--- src/rtl/sprom_boot_pkg.sv ---
// Package: sprom_boot_pkg
// Shared state and segment types plus the fixed serial framing constants
// used by the serial EPROM boot loader. Assumes byte-wide EPROM data.
package sprom_boot_pkg;

    typedef enum logic {
        ST_IDLE = 1'b0,
        ST_LOAD = 1'b1
    } boot_st_e;

    typedef enum logic {
        SEG_ADDR = 1'b0,
        SEG_REC  = 1'b1
    } seg_e;

    localparam int unsigned BYTE_W   = 8;
    localparam int unsigned ACK_SLOT = 8;   // ninth slot of a byte, counted from 0

endpackage

--- src/rtl/sprom_sck_timer.sv ---
// Module: sprom_sck_timer
// Produces the slow serial clock from the system clock as a registered
// output, plus two strobes: the sample point (the rising edge of sck) and
// the end of the pulse. Assumes even period values of at least 2 and
// PER_SLOW >= PER_FAST. While run is low, the phase and sck hold.
module sprom_sck_timer #(
    parameter int unsigned PER_FAST = 330,
    parameter int unsigned PER_SLOW = 660
) (
    input  logic clk,
    input  logic rst_n,
    input  logic restart,
    input  logic stop,
    input  logic run,
    input  logic slow,
    output logic sck_o,
    output logic smp_o,
    output logic bend_o
);

    localparam int unsigned PW = $clog2(PER_SLOW + 1);

    logic [PW-1:0] ph_q;
    logic [PW-1:0] per_last;
    logic [PW-1:0] half_last;

    // Purpose: choose the last phase count of a pulse and of its low half.
    always_comb begin
        per_last  = slow ? PW'(PER_SLOW - 1)     : PW'(PER_FAST - 1);
        half_last = slow ? PW'(PER_SLOW / 2 - 1) : PW'(PER_FAST / 2 - 1);
    end

    assign smp_o  = run && (ph_q == half_last);
    assign bend_o = run && (ph_q == per_last);

    // Purpose: advance the phase counter and shape the serial clock.
    always_ff @(posedge clk) begin
        if (!rst_n) begin
            ph_q  <= '0;
            sck_o <= 1'b0;
        end else if (restart || stop) begin
            ph_q  <= '0;
            sck_o <= 1'b0;
        end else if (run) begin
            ph_q <= bend_o ? '0 : ph_q + 1'b1;
            if (smp_o) begin
                sck_o <= 1'b1;
            end else if (bend_o) begin
                sck_o <= 1'b0;
            end
        end
    end

endmodule

--- src/rtl/sprom_rec_assembler.sv ---
// Module: sprom_rec_assembler
// Collects received bytes into a record and offers each full record on a
// valid/ready pair. Assumes REC_N >= 2 and that the caller never pushes the
// last byte of a record while a record is still pending.
module sprom_rec_assembler #(
    parameter int unsigned REC_N = 7,
    parameter int unsigned BW    = 8
) (
    input  logic                clk,
    input  logic                rst_n,
    input  logic                clr,
    input  logic                push,
    input  logic                last_i,
    input  logic [BW-1:0]       byte_i,
    input  logic                ready_i,
    output logic                valid_o,
    output logic [REC_N*BW-1:0] data_o
);

    localparam int unsigned RW = REC_N * BW;

    logic [RW-1:0] acc_q;

    // Purpose: shift each incoming byte into the accumulator.
    always_ff @(posedge clk) begin
        if (!rst_n) begin
            acc_q <= '0;
        end else if (push) begin
            acc_q <= {acc_q[RW-BW-1:0], byte_i};
        end
    end

    // Purpose: publish a full record and retire it once it is accepted.
    always_ff @(posedge clk) begin
        if (!rst_n) begin
            valid_o <= 1'b0;
            data_o  <= '0;
        end else if (clr) begin
            valid_o <= 1'b0;
        end else begin
            if (valid_o && ready_i) begin
                valid_o <= 1'b0;
            end
            if (push && last_i) begin
                valid_o <= 1'b1;
                data_o  <= {acc_q[RW-BW-1:0], byte_i};
            end
        end
    end

endmodule

--- src/rtl/sprom_boot_seq.sv ---
// Module: sprom_boot_seq
// Loads instruction records from a serial EPROM. It sends ADDR_N addressing
// bytes, then reads REC_N-byte records until a record opens with TERM_OP.
// Each byte takes nine serial clocks, and the ninth slot is an acknowledge.
// Assumes the EPROM changes sd_i while sck is low and that the external
// line is pulled high when nobody drives it.
module sprom_boot_seq #(
    parameter int unsigned             PER_FAST   = 330,
    parameter int unsigned             PER_SLOW   = 660,
    parameter int unsigned             ADDR_N     = 3,
    parameter int unsigned             REC_N      = 7,
    parameter logic [ADDR_N*8-1:0]     ADDR_BYTES = 24'hA0_00_A1,
    parameter logic [7:0]              TERM_OP    = 8'hFF
) (
    input  logic                 clk,
    input  logic                 rst_n,
    input  logic                 reboot_i,
    input  logic                 slow_sel_i,
    input  logic                 sd_i,
    output logic                 sck_o,
    output logic                 sd_o,
    output logic                 sd_oe_o,
    output logic                 busy_o,
    output logic                 err_o,
    output logic                 rec_valid_o,
    input  logic                 rec_ready_i,
    output logic [REC_N*8-1:0]   rec_data_o
);

    import sprom_boot_pkg::*;

    localparam int unsigned MAXB = (ADDR_N > REC_N) ? ADDR_N : REC_N;
    localparam int unsigned CW   = (MAXB > 1) ? $clog2(MAXB) : 1;

    boot_st_e           st_q;
    seg_e               seg_q;
    logic [3:0]         bit_q;
    logic [CW-1:0]      byte_q;
    logic [BYTE_W-1:0]  sh_q;
    logic               slow_q;

    logic               smp, bend, stall, run;
    logic               in_addr, ack_slot, abort, byte_end, is_term;
    logic               push, last;
    logic [BYTE_W-1:0]  addr_byte;
    logic [2:0]         bsel;

    assign busy_o   = (st_q == ST_LOAD);
    assign in_addr  = (seg_q == SEG_ADDR);
    assign ack_slot = (bit_q == 4'(ACK_SLOT));
    assign stall    = busy_o && !in_addr && (byte_q == '0) && (bit_q == '0)
                      && rec_valid_o && !rec_ready_i;
    assign run      = busy_o && !stall;
    assign abort    = smp && in_addr && ack_slot && sd_i;
    assign byte_end = bend && ack_slot;
    assign is_term  = !in_addr && (byte_q == '0) && (sh_q == TERM_OP);
    assign push     = byte_end && !in_addr && !is_term;
    assign last     = (byte_q == CW'(REC_N - 1));
    assign bsel     = 3'(4'd7 - bit_q);

    // Purpose: pick the addressing byte that belongs to the current byte slot.
    always_comb begin
        addr_byte = '0;
        for (int k = 0; k < ADDR_N; k++) begin
            if (byte_q == CW'(k)) begin
                addr_byte = ADDR_BYTES[(ADDR_N-1-k)*8 +: 8];
            end
        end
    end

    // Purpose: drive the data line while sending addresses or acknowledging data.
    always_comb begin
        sd_oe_o = busy_o && (in_addr ? !ack_slot : ack_slot);
        sd_o    = busy_o && in_addr && !ack_slot && addr_byte[bsel];
    end

    sprom_sck_timer #(
        .PER_FAST (PER_FAST),
        .PER_SLOW (PER_SLOW)
    ) timer_i (
        .clk     (clk),
        .rst_n   (rst_n),
        .restart (reboot_i),
        .stop    (abort),
        .run     (run),
        .slow    (slow_q),
        .sck_o   (sck_o),
        .smp_o   (smp),
        .bend_o  (bend)
    );

    sprom_rec_assembler #(
        .REC_N (REC_N),
        .BW    (BYTE_W)
    ) asm_i (
        .clk     (clk),
        .rst_n   (rst_n),
        .clr     (reboot_i),
        .push    (push),
        .last_i  (last),
        .byte_i  (sh_q),
        .ready_i (rec_ready_i),
        .valid_o (rec_valid_o),
        .data_o  (rec_data_o)
    );

    // Purpose: step through address bytes and records, bit by bit, until the end marker or an abort.
    always_ff @(posedge clk) begin
        if (!rst_n || reboot_i) begin
            st_q   <= ST_LOAD;
            seg_q  <= SEG_ADDR;
            bit_q  <= '0;
            byte_q <= '0;
            sh_q   <= '0;
            err_o  <= 1'b0;
            slow_q <= slow_sel_i;
        end else if (st_q == ST_LOAD) begin
            if (abort) begin
                st_q  <= ST_IDLE;
                err_o <= 1'b1;
            end else begin
                if (smp && !in_addr && !ack_slot) begin
                    sh_q <= {sh_q[BYTE_W-2:0], sd_i};
                end
                if (bend) begin
                    if (!ack_slot) begin
                        bit_q <= bit_q + 1'b1;
                    end else begin
                        bit_q <= '0;
                        if (in_addr) begin
                            if (byte_q == CW'(ADDR_N - 1)) begin
                                seg_q  <= SEG_REC;
                                byte_q <= '0;
                            end else begin
                                byte_q <= byte_q + 1'b1;
                            end
                        end else if (is_term) begin
                            st_q <= ST_IDLE;
                        end else begin
                            byte_q <= last ? '0 : byte_q + 1'b1;
                        end
                    end
                end
            end
        end
    end

endmodule

--- config.mk ---
export PLATFORM = sky130hd
export DESIGN_NAME = sprom_boot_seq
export DESIGN_NICKNAME = d
export VERILOG_FILES = /design/src/rtl/sprom_boot_pkg.sv /design/src/rtl/sprom_sck_timer.sv /design/src/rtl/sprom_rec_assembler.sv /design/src/rtl/sprom_boot_seq.sv
export SDC_FILE = /design/constraint.sdc
export NUM_CORES = 1
export LEC_CHECK = 0
export BUFFER_PORTS_ARGS = -buffer_cell sky130_fd_sc_hd__buf_2
export CAP_MARGIN = 20
export CORE_MARGIN = 2
export CORE_UTILIZATION = 40
export CTS_CLUSTER_DIAMETER = 50
export DETAILED_ROUTE_END_ITERATION = 8
export GPL_TIMING_DRIVEN = 0
export PLACE_DENSITY = 0.6
export SYNTH_ARGS = -nofsm -noshare
export SYNTH_HDL_FRONTEND = slang
export SYNTH_SLANG_ARGS = --single-unit
--- constraint.sdc ---
create_clock -name clk -period 5.75 [get_ports clk]
set_input_delay 0.2875 -clock clk [delete_from_list [all_inputs] [get_ports clk]]
set_output_delay 0.2875 -clock clk [all_outputs]
set_load 0.05 [all_outputs]
==> metrics.csv <==
metric,value,unit
largest family of logic cells by synthesized area,simple AND/OR/NAND/NOR gates,
synth warn,0,
Post-CTS Setup Repair Bufs,0,
Starting Density,0.4100,
layout cells sized above 1,0.1759,
number of synthesized flops with an enable pin,1,
metal2 WL,6257,µm
largest net degree at the start of global routing,17,
"area leader, netlist",dfxtp_1,
sequential area share after synthesis,0.4997,
Psw,455.1,µW
CP Class,flip-flop to flip-flop,
vias in the first global route,4494,
sw frac,0.2143,
fin. max-slew vios,0,
Core Area,13240,µm²
# resized after CTS,0,
top-area cell type share of the netlist area,0.4941,
Die W,120.5,µm
Hold Fails Final Rpt,0,
Via Count,4545,
Clock Sinks,135,
Synth Area in Adders,0.006914,
Max-Cap Viols,0,
# rows,42,
"most common cell after layout, fill and taps aside",dfxtp_1,
drc violations,0,
global placer's final weighted congestion,0.8463,
predominant post-synthesis flop cell,dfxtp_1,
post-synthesis mux area share,0.1111,
Synth Cell Area,5429,µm²
ranking of synthesized cells by area,"dfxtp_1, mux2i_1, nand2_1, nand3_1, o21ai_0",
Setup WS pre-CTS,2.962,ns
synthesis-to-finish area growth,21.78,%
startpoint type of the worst setup path,flip-flop,
fin crit share,0.5007,
die span in y,120.5,µm
fin crit period,2.879,ns
Routed met1 length,6191,µm
measured slew at the worst slew-check pin,0.8406,ns
CP required,6.09,ns
hold_buf cts,0,
CP max stage delay,0.68,ns
htree depth,4,
crit path buf inv count,3,
Leak,0.002414,µW
combinational cell fraction of total power,0.019,
"commonest non-fill, non-tap cells in the layout","dfxtp_1, nand2_1, buf_2, nand3_1, o21ai_0",
Root Driver,clkbuf_16,
routed wl met3,581,µm
Fillers,1288,
PD cells,321.3,nW/µm²
PnR worst setup slack,2.871,ns
Fmax,0.3473,GHz
"Cell Chain, Critical Path","clkbuf_1, or4b_2, a21oi_1, o2111a_1, buf_2, clkbuf_1, nand3_1, o21ai_0",
total grt overflow,0,
DRT Wirelength,13170,µm
Mapped Cells,607,
# IOs,68,
global-route wire length before repair,21740,µm
final net count,701,
RSZ-0062 raised after global routing,false,
total chip power,2124,µW
port bufs,66,
outcome,"finished, final reports clean",
Clock Power Share,0.539,
worst hold path type,input pin to flip-flop,
WP data arrival,3.22,ns
CTS buffer count,17,
Post-Synth XOR/XNOR Area,0.01613,
Worst Skew,0.01629,ns
setup TNS,0,ns
worst vdd ir,0.0002035,V
die footprint,14520,µm²
Worst-Skew Late Latency,0.43,ns
Final setup viols,0,
syn nets,616,
Reg power frac,0.442,
CTS tree,yes,
crit-path most repeated cell,clkbuf_1,
Total GRT Usage,0.1895,
average size of a mapped cell,8.944,µm²
Top Metal Used,met4,
Compound-Gate Fraction of Synth Area,0.09680,
Top delay family on crit path,buffers and inverters,
critical path's slowest cell,or4b_2,
Post-Synth Simple-Gate Area,0.2252,
Antenna Nets Post-Route,0,
clk buf depth,2,
initial antenna violation count,0,
Seq cells post-synth,135,
Max-slew headroom,0.4377,
"CTS clk-pin slew, worst paths",0.06,ns
Critical Path Sink Type,flip-flop,
"FFs w/ async S/R, synth",0,
Hold Slack,0.03659,ns
worst-path fanout max,10,
First DRT Iteration DRCs,281,
Antenna Diode Count,0,
drt via density,5.159,
1st-pass router iterations,5,
Synth cell types,55,
Avg WL per Cell,14.95,µm
Int Power,1669,µW
hpwl dp,9426,µm
[routing by layer]
layer,GRT usage,vias to the layer above
met4,0.06105,0
met2,0.3125,116
met3,0.05283,12
li1,-,2272
met1,0.2399,2145
met5,0,-
[sequential cells by signal, indices dropped and copies added (netlist names)]
register / cells
asm_i.data_o: 56
asm_i.acc_q: 48
timer_i.ph_q: 10
sh_q: 8
bit_q: 4
byte_q: 3
asm_i.valid_o: 1
busy_o: 1
err_o: 1
seg_q: 1
slow_q: 1
timer_i.sck_o: 1
[final cells by class]
class | instances | area [µm²] | share of cell area
Buffer | 47 | 217.7 | 0.03293
Timing Repair Buffer | 66 | 330.3 | 0.04996
Sequential cell | 135 | 2713 | 0.4103
Inverter | 6 | 22.52 | 0.003407
Tap cell | 176 | 220.2 | 0.03331
Clock buffer | 20 | 466.7 | 0.07059
Multi-Input combinational cell | 419 | 2476 | 0.3745
Clock inverter | 12 | 165.2 | 0.02498
[synth_stat cells, drive strengths merged, types with 4 or more instances]
| library cell | n |
|---|---|
| mux2i | 58 |
| xnor2 | 7 |
| nor3 | 9 |
| o21ai | 61 |
| nand4 | 7 |
| nand2 | 122 |
| clkbuf | 28 |
| buf | 19 |
| inv | 6 |
| and3b | 4 |
| nand3 | 61 |
| dfxtp | 134 |
| a21oi | 7 |
| nand2b | 4 |
| nor2 | 29 |
| or3 | 4 |
[stage by stage]
stage	util	cell area (µm²)	instances
final	0.4992	6611	881
after floorplan	-	5429	607
after detailed placement	0.4515	5979	849
after global routing	0.4992	6611	881
after global placement	0.4515	5979	849
after CTS	0.4992	6611	881
[cells by family after synthesis]
| group | Yosys count |
|---|---|
| muxes | 60 |
| DFF | 135 |
| AOI/OAI and AO/OA | 86 |
| xor gates and xnor gates | 10 |
| adders and majority gates | 3 |
| buffers and inverters | 53 |
| and+or+nand+nor | 260 |
[power groups by stage]
| stage | Clock, µW | Combinational (µW) | Sequential, µW |
|---|---|---|---|
| floorplan | 0 | 26.6 | 960 |
| global placement | 0 | 38.5 | 960 |
| detailed placement | 0 | 39.3 | 960 |
| CTS | 1160 | 39.5 | 939 |
| global route | 1200 | 43.8 | 939 |
| finish | 1150 | 39.5 | 939 |
[path summary, 6_finish.rpt]
path / slack (ns) / to / cells past startpoint / startpoint
worst max-delay path: 2.87 / asm_i.data_o[15] / 8 / slow_q
worst min-delay path: 0.04 / slow_q / 1 / slow_sel_i
worst max register to register: 2.87 / asm_i.data_o[15] / 8 / slow_q
worst min register to register: 0.45 / timer_i.sck_o / 2 / timer_i.sck_o
No activity file was read; power rests on OpenSTA's default activity.
